## config.mk

```make
export PLATFORM = sky130hd
export DESIGN_NAME = vcr_access_arbiter
export DESIGN_NICKNAME = d
export VERILOG_FILES = /design/src/rtl/vcr_arb_pkg.sv /design/src/rtl/vcr_enc_decode.sv /design/src/rtl/vcr_upper_gate.sv /design/src/rtl/vcr_result_fmt.sv /design/src/rtl/vcr_access_arbiter.sv
export SDC_FILE = /design/constraint.sdc
export NUM_CORES = 1
export LEC_CHECK = 0
export BUFFER_PORTS_ARGS = -buffer_cell sky130_fd_sc_hd__buf_2
export CAP_MARGIN = 30
export CORE_MARGIN = 2
export CORE_UTILIZATION = 41
export DETAILED_ROUTE_END_ITERATION = 10
export PLACE_DENSITY = 0.85
export SYNTH_ARGS = -nofsm -noshare
export SYNTH_HDL_FRONTEND = slang
export SYNTH_HIERARCHICAL = 1
export SYNTH_SLANG_ARGS = --single-unit
```

## constraint.sdc

```tcl
create_clock -name vclk -period 3.5
set_input_delay 0.35 -clock vclk [all_inputs]
set_output_delay 0.35 -clock vclk [all_outputs]
set_load 0.01 [all_outputs]
```

## src/rtl/vcr_arb_pkg.sv

```systemverilog
package vcr_arb_pkg;

  localparam int LVL_W = 2;
  localparam int CLS_W = 8;
  localparam int OC_W  = 5;

  // shared encoding fields of both register names
  localparam logic [1:0] ENC_OP0 = 2'b11;
  localparam logic [3:0] ENC_CRN = 4'b0001;
  localparam logic [3:0] ENC_CRM = 4'b0010;
  localparam logic [2:0] ENC_OP2 = 3'b000;
  localparam logic [2:0] OP1_L1  = 3'b000;
  localparam logic [2:0] OP1_L2  = 3'b100;

  typedef enum logic [OC_W-1:0] {
    OC_NONE   = 5'b00000,
    OC_UNDEF  = 5'b00001,
    OC_TRAP   = 5'b00010,
    OC_REG_L1 = 5'b00100,
    OC_REG_L2 = 5'b01000,
    OC_MEM    = 5'b10000
  } outcome_e;

  typedef struct packed {
    logic             fire;
    logic [LVL_W-1:0] lvl;
  } gate_res_t;

endpackage

```

## src/rtl/vcr_enc_decode.sv

```systemverilog
module vcr_enc_decode
  import vcr_arb_pkg::*;
(
  input  logic [1:0] op0,
  input  logic [2:0] op1,
  input  logic [3:0] crn,
  input  logic [3:0] crm,
  input  logic [2:0] op2,
  output logic       hit_l1,
  output logic       hit_l2
);
  logic common_ok;

  always_comb begin
    common_ok = (op0 == ENC_OP0) && (crn == ENC_CRN) &&
                (crm == ENC_CRM) && (op2 == ENC_OP2);
    hit_l1    = common_ok && (op1 == OP1_L1);
    hit_l2    = common_ok && (op1 == OP1_L2);
  end
endmodule

```

## src/rtl/vcr_upper_gate.sv

```systemverilog
// Shared level-2 then level-3 enable checks; l2_live masks the level-2 part.
module vcr_upper_gate
  import vcr_arb_pkg::*;
(
  input  logic       l2_live,
  input  logic       host_mode,
  input  logic       l2_trap,
  input  logic       l2_en_lo,
  input  logic       l3_live,
  input  logic       l3_vec_en,
  output gate_res_t  res
);
  logic l2_block;
  logic l3_block;

  always_comb begin
    l2_block = l2_live && ((!host_mode && l2_trap) || (host_mode && !l2_en_lo));
    l3_block = l3_live && !l3_vec_en;
    res      = '0;
    if (l2_block) begin
      res.fire = 1'b1;
      res.lvl  = 2'd2;
    end else if (l3_block) begin
      res.fire = 1'b1;
      res.lvl  = 2'd3;
    end
  end
endmodule

```

## src/rtl/vcr_result_fmt.sv

```systemverilog
module vcr_result_fmt
  import vcr_arb_pkg::*;
#(
  parameter int              OFS_W   = 12,
  parameter logic [OFS_W-1:0] MEM_OFS = 12'h1E0
) (
  input  outcome_e          verdict,
  input  logic [LVL_W-1:0]  lvl_in,
  input  logic [CLS_W-1:0]  cls_in,
  input  logic              is_write,
  output logic [OC_W-1:0]   outcome,
  output logic [LVL_W-1:0]  trap_lvl,
  output logic [CLS_W-1:0]  trap_cls,
  output logic [OFS_W-1:0]  mem_ofs,
  output logic              acc_write
);
  logic is_trap;
  logic completes;

  always_comb begin
    is_trap   = (verdict == OC_TRAP);
    completes = (verdict == OC_REG_L1) || (verdict == OC_REG_L2) || (verdict == OC_MEM);
    outcome   = verdict;
    trap_lvl  = is_trap ? lvl_in : '0;
    trap_cls  = is_trap ? cls_in : '0;
    mem_ofs   = (verdict == OC_MEM) ? MEM_OFS : '0;
    acc_write = completes && is_write;
  end
endmodule

```

## src/rtl/vcr_access_arbiter.sv

```systemverilog
module vcr_access_arbiter
  import vcr_arb_pkg::*;
#(
  parameter logic [7:0]  CLS_NEST = 8'h18,
  parameter logic [7:0]  CLS_VEC  = 8'h19,
  parameter int          OFS_W    = 12,
  parameter logic [11:0] MEM_OFS  = 12'h1E0
) (
  input  logic [1:0]  cur_lvl,
  input  logic [1:0]  enc_op0,
  input  logic [2:0]  enc_op1,
  input  logic [3:0]  enc_crn,
  input  logic [3:0]  enc_crm,
  input  logic [2:0]  enc_op2,
  input  logic        is_write,
  input  logic        l2_en,
  input  logic        l2_aa64,
  input  logic        l3_present,
  input  logic        l3_aa64,
  input  logic        host_mode,
  input  logic        l2_trap,
  input  logic [1:0]  l2_vec_en,
  input  logic [1:0]  l1_vec_en,
  input  logic        l3_vec_en,
  input  logic [2:0]  nest_bits,
  output logic        no_match,
  output logic [4:0]  outcome,
  output logic [1:0]  trap_lvl,
  output logic [7:0]  trap_cls,
  output logic [11:0] mem_ofs,
  output logic        acc_write
);
  localparam int N_GATE = 2;   // index 0: level-1 view, index 1: level-2 view
  localparam logic [2:0] NEST_FULL = 3'b111;

  logic       hit_l1, hit_l2;
  logic       l2_full, l3_full;
  gate_res_t  gate_res [N_GATE];
  outcome_e   verdict;
  logic [LVL_W-1:0] v_lvl;
  logic [CLS_W-1:0] v_cls;

  vcr_enc_decode u_dec (
    .op0(enc_op0), .op1(enc_op1), .crn(enc_crn), .crm(enc_crm), .op2(enc_op2),
    .hit_l1(hit_l1), .hit_l2(hit_l2)
  );

  assign l2_full = l2_en && l2_aa64;
  assign l3_full = l3_present && l3_aa64;

  for (genvar g = 0; g < N_GATE; g++) begin : g_gate
    localparam bit QUALIFY = (g == 0);
    logic live;
    if (QUALIFY) begin : g_q
      assign live = l2_full;
    end else begin : g_u
      assign live = 1'b1;
    end
    vcr_upper_gate u_gate (
      .l2_live(live), .host_mode(host_mode), .l2_trap(l2_trap),
      .l2_en_lo(l2_vec_en[0]), .l3_live(l3_full), .l3_vec_en(l3_vec_en),
      .res(gate_res[g])
    );
  end

  // priority chain per privilege level
  always_comb begin
    verdict  = OC_NONE;
    v_lvl    = '0;
    v_cls    = '0;
    no_match = !(hit_l1 || hit_l2);
    if (!no_match) begin
      unique case (cur_lvl)
        2'd0: verdict = OC_UNDEF;
        2'd1: begin
          if (hit_l2) begin
            if (l2_en && nest_bits[0]) begin
              verdict = OC_TRAP; v_lvl = 2'd2; v_cls = CLS_NEST;
            end else begin
              verdict = OC_UNDEF;
            end
          end else if (!l1_vec_en[0]) begin
            verdict = OC_TRAP; v_lvl = 2'd1; v_cls = CLS_VEC;
          end else if (gate_res[0].fire) begin
            verdict = OC_TRAP; v_lvl = gate_res[0].lvl; v_cls = CLS_VEC;
          end else if (l2_full && nest_bits == NEST_FULL) begin
            verdict = OC_MEM;
          end else begin
            verdict = OC_REG_L1;
          end
        end
        2'd2: begin
          if (gate_res[1].fire) begin
            verdict = OC_TRAP; v_lvl = gate_res[1].lvl; v_cls = CLS_VEC;
          end else if (hit_l2 || host_mode) begin
            verdict = OC_REG_L2;
          end else begin
            verdict = OC_REG_L1;
          end
        end
        default: begin
          if (!l3_vec_en) begin
            verdict = OC_TRAP; v_lvl = 2'd3; v_cls = CLS_VEC;
          end else begin
            verdict = hit_l2 ? OC_REG_L2 : OC_REG_L1;
          end
        end
      endcase
    end
  end

  vcr_result_fmt #(.OFS_W(OFS_W), .MEM_OFS(MEM_OFS)) u_fmt (
    .verdict(verdict), .lvl_in(v_lvl), .cls_in(v_cls), .is_write(is_write),
    .outcome(outcome), .trap_lvl(trap_lvl), .trap_cls(trap_cls),
    .mem_ofs(mem_ofs), .acc_write(acc_write)
  );
endmodule

```

After elaboration in Yosys (flattened, before gate mapping)
Index checks and enable logic that the tools add are counted.

Memories kept: 0. Register bits: 0. Latch bits: 0. Bits of input ports: 33. Bits in read-only memories: 0. Output and inout bits: 29. Bits in writable memories: 0. Word-level logic and storage cells: 70.

Muxes and demuxes: 33. Magnitude comparators: 0. Multipliers: 0. Reduce and logical (&&, ||, !) cells: 26. Shift operators: 0. $add $sub $neg: 0. Divide/modulo/power cells: 0. Equal/unequal tests: 11. Bitwise gates (word level): 0.

Operator list (number): 5-bit 2-to-1 mux (10); 8-bit 2-to-1 mux (3); 8-bit case mux with 3 select lines (1); 2-bit 2-to-1 mux (9); 4-bit 2-to-1 mux (4); 5-bit case mux with 3 select lines (1); 1-bit logical AND (14); 3-bit 2-to-1 mux (3); 9-bit 2-to-1 mux (1); 3-bit == test, second input constant (2); 3-bit zero test (2); 2-bit case mux with 3 select lines (1); 5-bit by 2-bit == test with 1-bit output, second input constant (1); 5-bit by 3-bit == test with 1-bit output, second input constant (1); 5-bit by 4-bit == test with 1-bit output, second input constant (1); 5-bit == test, second input constant (1); 1-bit logical OR (5); 2-bit == test, second input constant (2); 4-bit by 1-bit == test with 1-bit output, second input constant (1); 4-bit by 2-bit == test with 1-bit output, second input constant (1); 1-bit zero test (4); 2-bit by 1-bit == test with 1-bit output, second input constant (1); 2-bit zero test (1).

Logic depth before layout (Yosys ltp)
Gate-level depths: netlist (run 1).

Depth after elaboration: 14. Gate-level depth with buffers: 10. Depth with buffers taken out: 8.

Cells and area by module
The synthesis (run 1) kept the hierarchy.

Modules (own cells, without submodules): vcr_result_fmt (area an instance 316.6 µm², cells an instance 36, sequential area each 0.0 µm², times used 1); vcr_access_arbiter (area an instance 247.7 µm², cells an instance 41, sequential area each 0.0 µm², times used 1); vcr_upper_gate (area an instance 42.5 µm², cells an instance 6, sequential area each 0.0 µm², times used 2); vcr_enc_decode (area an instance 81.3 µm², cells an instance 7, sequential area each 0.0 µm², times used 1).

Least setup slack after synthesis (run 1)
Ideal clock, no wire load.

Path kind: input to output. Start point: input port enc_crm[0]. End point: output port trap_cls[0]. Setup slack: 0.555 ns. Stages: 8. Arrival time: 2.595 ns. Buffers on the path: 2. Data required time: 3.150 ns. Path through: or4b_4 > nor4_2 > buf_2 > o2111ai_1 > a21oi_1 > or4b_4 > buf_6 > nor3b_2.

Longest elaborated chain between the ends: 11. Elaborated cells between the ends (all ways): 19. Classes of those cells: eq/ne (2); mux (11); reduce/logical (6).

RTL lines: start, declared (RTL line vcr_access_arbiter.sv:13) `input logic [3:0] enc_crm,`; 4-bit by 2-bit == test with 1-bit output * (RTL line vcr_enc_decode.sv:16) `(crm == ENC_CRM) && (op2 == ENC_OP2);`; 1-bit logical AND * (RTL line vcr_enc_decode.sv:15) `common_ok = (op0 == ENC_OP0) && (crn == ENC_CRN) &&`; 1-bit logical AND * (RTL line vcr_enc_decode.sv:16); 1-bit logical AND * (RTL line vcr_enc_decode.sv:18) `hit_l2 = common_ok && (op1 == OP1_L2);`; via hit_l2 (RTL line vcr_access_arbiter.sv:36) `logic hit_l1, hit_l2;`; 1-bit logical OR (RTL line vcr_access_arbiter.sv:95) `end else if (hit_l2 || host_mode) begin`; 4-bit 2-to-1 mux (RTL line vcr_access_arbiter.sv:95); 4-bit 2-to-1 mux (RTL line vcr_access_arbiter.sv:93) `if (gate_res[1].fire) begin`; 5-bit case mux with 3 select lines (RTL line vcr_access_arbiter.sv:73) `unique case (cur_lvl)`; 5-bit 2-to-1 mux (RTL line vcr_access_arbiter.sv:72) `if (!no_match) begin`; 5-bit by 2-bit == test with 1-bit output (RTL line vcr_result_fmt.sv:21) `is_trap = (verdict == OC_TRAP);`; 8-bit 2-to-1 mux * (RTL line vcr_result_fmt.sv:25) `trap_cls = is_trap ? cls_in : '0;`; end, declared (RTL line vcr_access_arbiter.sv:29) `output logic [7:0] trap_cls,`.

Mark *: on every way through the listed nets, which the timed path passes. The rest lies on a longest branch.

Worst setup path in the final report (run 1)
Start point: input port enc_crm[0]. End point: output port trap_cls[3].

The elaborated chain is that of the path after synthesis.

==> impl_results.rst, run 1 <==
.. list-table::
   :header-rows: 1

   * - Metric
     - Value
   * - Total DRC errors in the routed layout
     - 0
   * - Critical path type
     - in -> out
   * - Arr. time, crit path
     - 2.86 ns
   * - Core Area
     - 1708 um2
   * - Cell area after synthesis
     - 730.7 um2
   * - Fraction of the yosys area taken by sequential cells
     - 0%
   * - Initial antenna violation count
     - 0
   * - GP Congestion
     - 0.7779
   * - First-pass GRT wire length
     - 2822 um
   * - Net total in the final layout
     - 171
   * - Number of flip-flops and latches
     - 0
   * - FF/Latch Area
     - 0 um2
   * - Path type of the worst min-delay path
     - in -> out
   * - Commonest cells after routing, fill and taps aside
     - sky130_fd_sc_hd__buf_2, sky130_fd_sc_hd__conb_1, sky130_fd_sc_hd__nor3b_2
   * - Setup Viol. Count Final
     - 0
   * - Layout cell share with drive strength beyond 1
     - 52.21%
   * - Footprint of the multi-input gates
     - 600.6 um2
   * - Final wirelength
     - 1712 um
   * - Worst Setup Slack, final
     - 0.2893 ns
   * - CP max-delay cell
     - sky130_fd_sc_hd__or4b_4
   * - Most common cell after layout, fill and taps aside
     - sky130_fd_sc_hd__buf_2
   * - Detailed Routing Iterations Pass 1
     - 4
   * - Yosys synthesis warning count
     - 6
   * - Unrepaired setup endpoints after global routing
     - false
   * - Count of inserted antenna diode cells
     - 0
   * - Crit-path max cell delay
     - 0.62 ns
   * - Overall Power
     - 50.27 uW
   * - Crit path cell chain
     - buf_2 > or4b_4 > nor4_2 > buf_4 > o2111ai_1 > a21oi_1 > or4b_4 > nor3b_2 > buf_2
   * - Residual overflow from global routing
     - 0
   * - Detailed placement HPWL
     - 1541 um
   * - Outcome
     - completed
   * - Initial Utilization
     - 42.78%
   * - Port-buffer cells
     - 47
   * - Total global-route track usage
     - 16.75%
   * - Capturing element type of the critical path
     - output pin
   * - Fin. max-slew vios
     - 0
   * - Leakage power figure
     - 0.4529 nW
   * - Remaining antenna violation count
     - 0
   * - Number of rows in the core area
     - 15
   * - Setup Buffers After CTS
     - 0
   * - Final Critical Period
     - 3.211 ns
   * - Via count of the first global-routing pass
     - 705
   * - Layout fillers
     - 176
   * - Width of the chip
     - 46.22 um
   * - Number of failing hold endpoints at the final stage
     - 0
   * - Hold bufs inserted after CTS
     - 0
   * - Average wire per cell in the routed design
     - 10.63 um
   * - Count of mapped cells out of synthesis
     - 96
   * - Growth of design area from synthesis to finish
     - 23.80%
   * - Die H
     - 46.22 um
   * - Avg Cell Area, Syn
     - 7.611 um2
   * - Number of vias in the routed layout
     - 779
   * - CTS resizes
     - 0
   * - Final worst-path cycle share
     - 91.74%
   * - Kind of start point of the critical path
     - primary input
   * - Setup slack at placement
     - 0.2835 ns
   * - I/O pin cnt
     - 62
   * - Critical Path Fanout Max
     - 10
   * - Critical path required time
     - 3.15 ns
   * - Fmax achieved
     - 0.3115 GHz
   * - Number of clock buffers in the layout
     - 0
   * - Detail-routed via count per cell
     - 4.839
   * - Maximum number of pins on one net before global-route repair
     - 12
   * - Sum of negative setup slack
     - 0 ns
   * - Number of design-rule violations left by the first detailed-router iteration
     - 11
   * - Die Footprint
     - 2136 um2
   * - IR drop worst, VDD
     - 37.00 uV
   * - Power per cell area
     - 55.57 nW/um2
   * - Distinct cell type count of the synthesized netlist
     - 38
   * - Number of maximum-capacitance constraint violations
     - 0
==> critical path, delay by kind of cell <==
| kind | cells | cell delay [ns] |
|---|---|---|
| AO/OA/AOI/OAI | 2 | 0.43 |
| buffers and inverters | 3 | 0.44 |
| AND/OR/NAND/NOR | 4 | 1.64 |
==> worst paths after layout <==
kind | start | to | depth (start not counted) | slack [ns]
min | is_write | acc_write | 3 | 1.04
max | enc_crm[0] | trap_cls[3] | 9 | 0.29
==> metrics by stage <==
step	instance area [um2]	std cells	utilization, %	hold slack [ns]
5_1_grt	904.6	161	52.97	1.060
2_1_floorplan	775.7	108	-	0.8392
6_report	904.6	161	52.97	1.038
3_5_place_dp	904.6	161	52.97	1.037
3_3_place_gp	904.6	161	52.97	1.031
4_1_cts	904.6	161	52.97	1.039
==> Yosys cell counts (2+ instances only) <==
| master | count | share of area [%] |
|---|---|---|
| sky130_fd_sc_hd__a21bo_1 | 2 | 2.7 |
| sky130_fd_sc_hd__a21bo_2 | 2 | 2.7 |
| sky130_fd_sc_hd__a21oi_1 | 9 | 6.2 |
| sky130_fd_sc_hd__buf_2 | 2 | 1.4 |
| sky130_fd_sc_hd__buf_4 | 18 | 18 |
| sky130_fd_sc_hd__conb_1 | 3 | 1.5 |
| sky130_fd_sc_hd__inv_1 | 4 | 2.1 |
| sky130_fd_sc_hd__mux2i_1 | 2 | 2.7 |
| sky130_fd_sc_hd__nand2_1 | 3 | 1.5 |
| sky130_fd_sc_hd__nand2b_1 | 3 | 2.6 |
| sky130_fd_sc_hd__nand3_1 | 2 | 1.4 |
| sky130_fd_sc_hd__nor2_1 | 5 | 2.6 |
| sky130_fd_sc_hd__nor3b_2 | 11 | 19 |
| sky130_fd_sc_hd__nor4_2 | 2 | 3.4 |
| sky130_fd_sc_hd__o21ai_0 | 2 | 1.4 |
| sky130_fd_sc_hd__or3_1 | 2 | 1.7 |
| sky130_fd_sc_hd__or4b_4 | 3 | 5.7 |
==> metal layers <==
metal / vias up / part of all wire [%] / track usage [%]
li1: 398 / - / -
met1: 354 / 41 / 19.77
met2: 25 / 54 / 32.22
met3: 2 / 3.2 / 0.7843
met4: 0 / 0.82 / 4.000
met5: - / 0 / 0
==> cells by family after synthesis <==
family	synth area share (%)
mux	2.740
other cells	1.541
compound gates	23.46
buf+inv	23.97
xor+xnor	1.199
simple gates	47.09
==> power breakdown <==
part / internal, mW / switching, mW
Clock: 0 / 0
Combinational: 0.0250 / 0.0252
Sequential: 0 / 0
==> layout make-up <==
class | instances | share of cell area (%)
inverter | 4 | 1.660
multi-input combinational | 82 | 66.39
tap | 25 | 3.458
timing repair buffer | 50 | 28.49
Power figures use the tool's default switching activity.
==> run 2: changes to the inputs <==
CORE_MARGIN = not set   (was 2)
RECOVER_POWER = 25   (was not set)
==> impl_results.rst, run 2 (synthesized netlist as in run 1, its figures left out) <==
.. list-table::
   :header-rows: 1

   * - Metric
     - Value
   * - Outcome
     - complete, but fails checks
   * - Violations in the final reports
     - DRC
   * - Dominant delay contributor by cell family on the critical path
     - simple AND/OR/NAND/NOR gates
   * - Worst rel slew slack
     - 51.68%
   * - Number of failing hold endpoints at the final stage
     - 0
   * - Width of the chip
     - 44.22 um
   * - Total DRC errors in the routed layout
     - 3
   * - Port-buffer cells
     - 47
   * - Total global-route track usage
     - 16.49%
   * - Sum of negative setup slack
     - 0 ns
   * - Detailed placement HPWL
     - 1543 um
   * - Fin. max-slew vios
     - 0
   * - Unrepaired setup endpoints after global routing
     - false
   * - Count of inserted antenna diode cells
     - 0
   * - Setup Viol. Count Final
     - 0
   * - CP max-delay cell
     - sky130_fd_sc_hd__or4b_4
   * - Residual overflow from global routing
     - 0
   * - I/O pin cnt
     - 62
   * - Number of rows in the core area
     - 14
   * - Most common cell after layout, fill and taps aside
     - sky130_fd_sc_hd__buf_2
   * - Initial Utilization
     - 46.35%
   * - Layout cell share with drive strength beyond 1
     - 50.37%
   * - FF/Latch Area
     - 0 um2
   * - Crit path cell chain
     - buf_2 > or4b_4 > nor4_2 > buf_4 > o2111ai_1 > a21oi_1 > or4b_4 > nor3b_2 > buf_2
   * - Post-route cell area
     - 878.3 um2
   * - Arr. time, crit path
     - 2.95 ns
   * - Via count of the first global-routing pass
     - 667
   * - Detail-routed via count per cell
     - 5.318
   * - Growth of design area from synthesis to finish
     - 20.21%
   * - Critical Path Fanout Max
     - 10
   * - Detailed Routing Iterations Pass 1
     - 10
   * - Placement Cell Area
     - 885.9 um2
   * - Worst Tran Pin Value
     - 0.7248 ns
   * - Fmax achieved
     - 0.3035 GHz
   * - Net total in the final layout
     - 170
   * - GP Congestion
     - 0.7528
   * - Average wire per cell in the routed design
     - 11.75 um
   * - Setup Buffers After CTS
     - 0
   * - Commonest cells after routing, fill and taps aside
     - sky130_fd_sc_hd__buf_2, sky130_fd_sc_hd__conb_1, sky130_fd_sc_hd__nor3b_2
   * - Number of clock buffers in the layout
     - 0
   * - Number of design-rule violations left by the first detailed-router iteration
     - 26
   * - CTS resizes
     - 0
   * - Capturing element type of the critical path
     - output pin
   * - Power per cell area
     - 57.55 nW/um2
   * - Number of maximum-capacitance constraint violations
     - 0
   * - IR drop worst, VDD
     - 41.24 uV
   * - Crit-path max cell delay
     - 0.62 ns
   * - Layout fillers
     - 147
   * - Path type of the worst min-delay path
     - in -> out
   * - First-pass GRT wire length
     - 2566 um
   * - Critical path required time
     - 3.15 ns
   * - Die H
     - 44.22 um
   * - Final wirelength
     - 1775 um
   * - Final Critical Period
     - 3.295 ns
   * - Utilization after layout
     - 55.71%
   * - Hold bufs inserted after CTS
     - 0
   * - Leakage power figure
     - 0.4434 nW
   * - Number of flip-flops and latches
     - 0
   * - Final worst-path cycle share
     - 94.15%
   * - Kind of start point of the critical path
     - primary input
   * - Maximum number of pins on one net before global-route repair
     - 12
   * - Die Footprint
     - 1955 um2
   * - Remaining antenna violation count
     - 0
   * - Initial antenna violation count
     - 0
   * - Critical path type
     - in -> out
   * - Bufs and invs on worst path
     - 3
   * - Core Area
     - 1577 um2
   * - Number of vias in the routed layout
     - 803
==> run 2: area by class of cell <==
cell class	count	area, um2	share of cell area [%]
repair buffers	49	246.5	28.06
well taps	16	20.02	2.279
multi-input cells	82	596.8	67.95
inverters	4	15.01	1.709
==> run 2: per-stage QoR <==
stage	hold WS (ns)	cells	setup WS (ns)	power, mW
after floorplan	0.8392	108	0.5547	0.03651
after global placement	1.020	151	0.3102	0.04766
after detailed placement	1.039	151	0.2332	0.04993
after CTS	1.039	151	0.2190	0.05020
after global routing	1.062	151	0.09368	0.05525
final	1.041	151	0.2046	0.05055
==> run 2: report_power, final <==
part | internal, mW | switching, mW
sequential | 0 | 0
clock | 0 | 0
combinational | 0.0250 | 0.0255
==> run 2: final timing paths <==
kind / start / cells past startpoint / to / slack [ns]
setup / recovery: enc_crm[0] / 9 / trap_lvl[1] / 0.20
hold / removal: cur_lvl[1] / 3 / outcome[0] / 1.04
==> run 2: tightest hold or removal path, cell delays in order <==
cell                      delay (ns)
sky130_fd_sc_hd__buf_2          0.12
sky130_fd_sc_hd__a21oi_1        0.07
sky130_fd_sc_hd__buf_2          0.14
==> run 2: layer usage <==
metal	GRT usage [%]	vias up	part of all wire [%]
li1	-	396	-
met2	30.59	44	52
met1	19.76	357	39
met3	0.8163	6	6.4
met4	6.061	0	2.5
met5	0	-	0
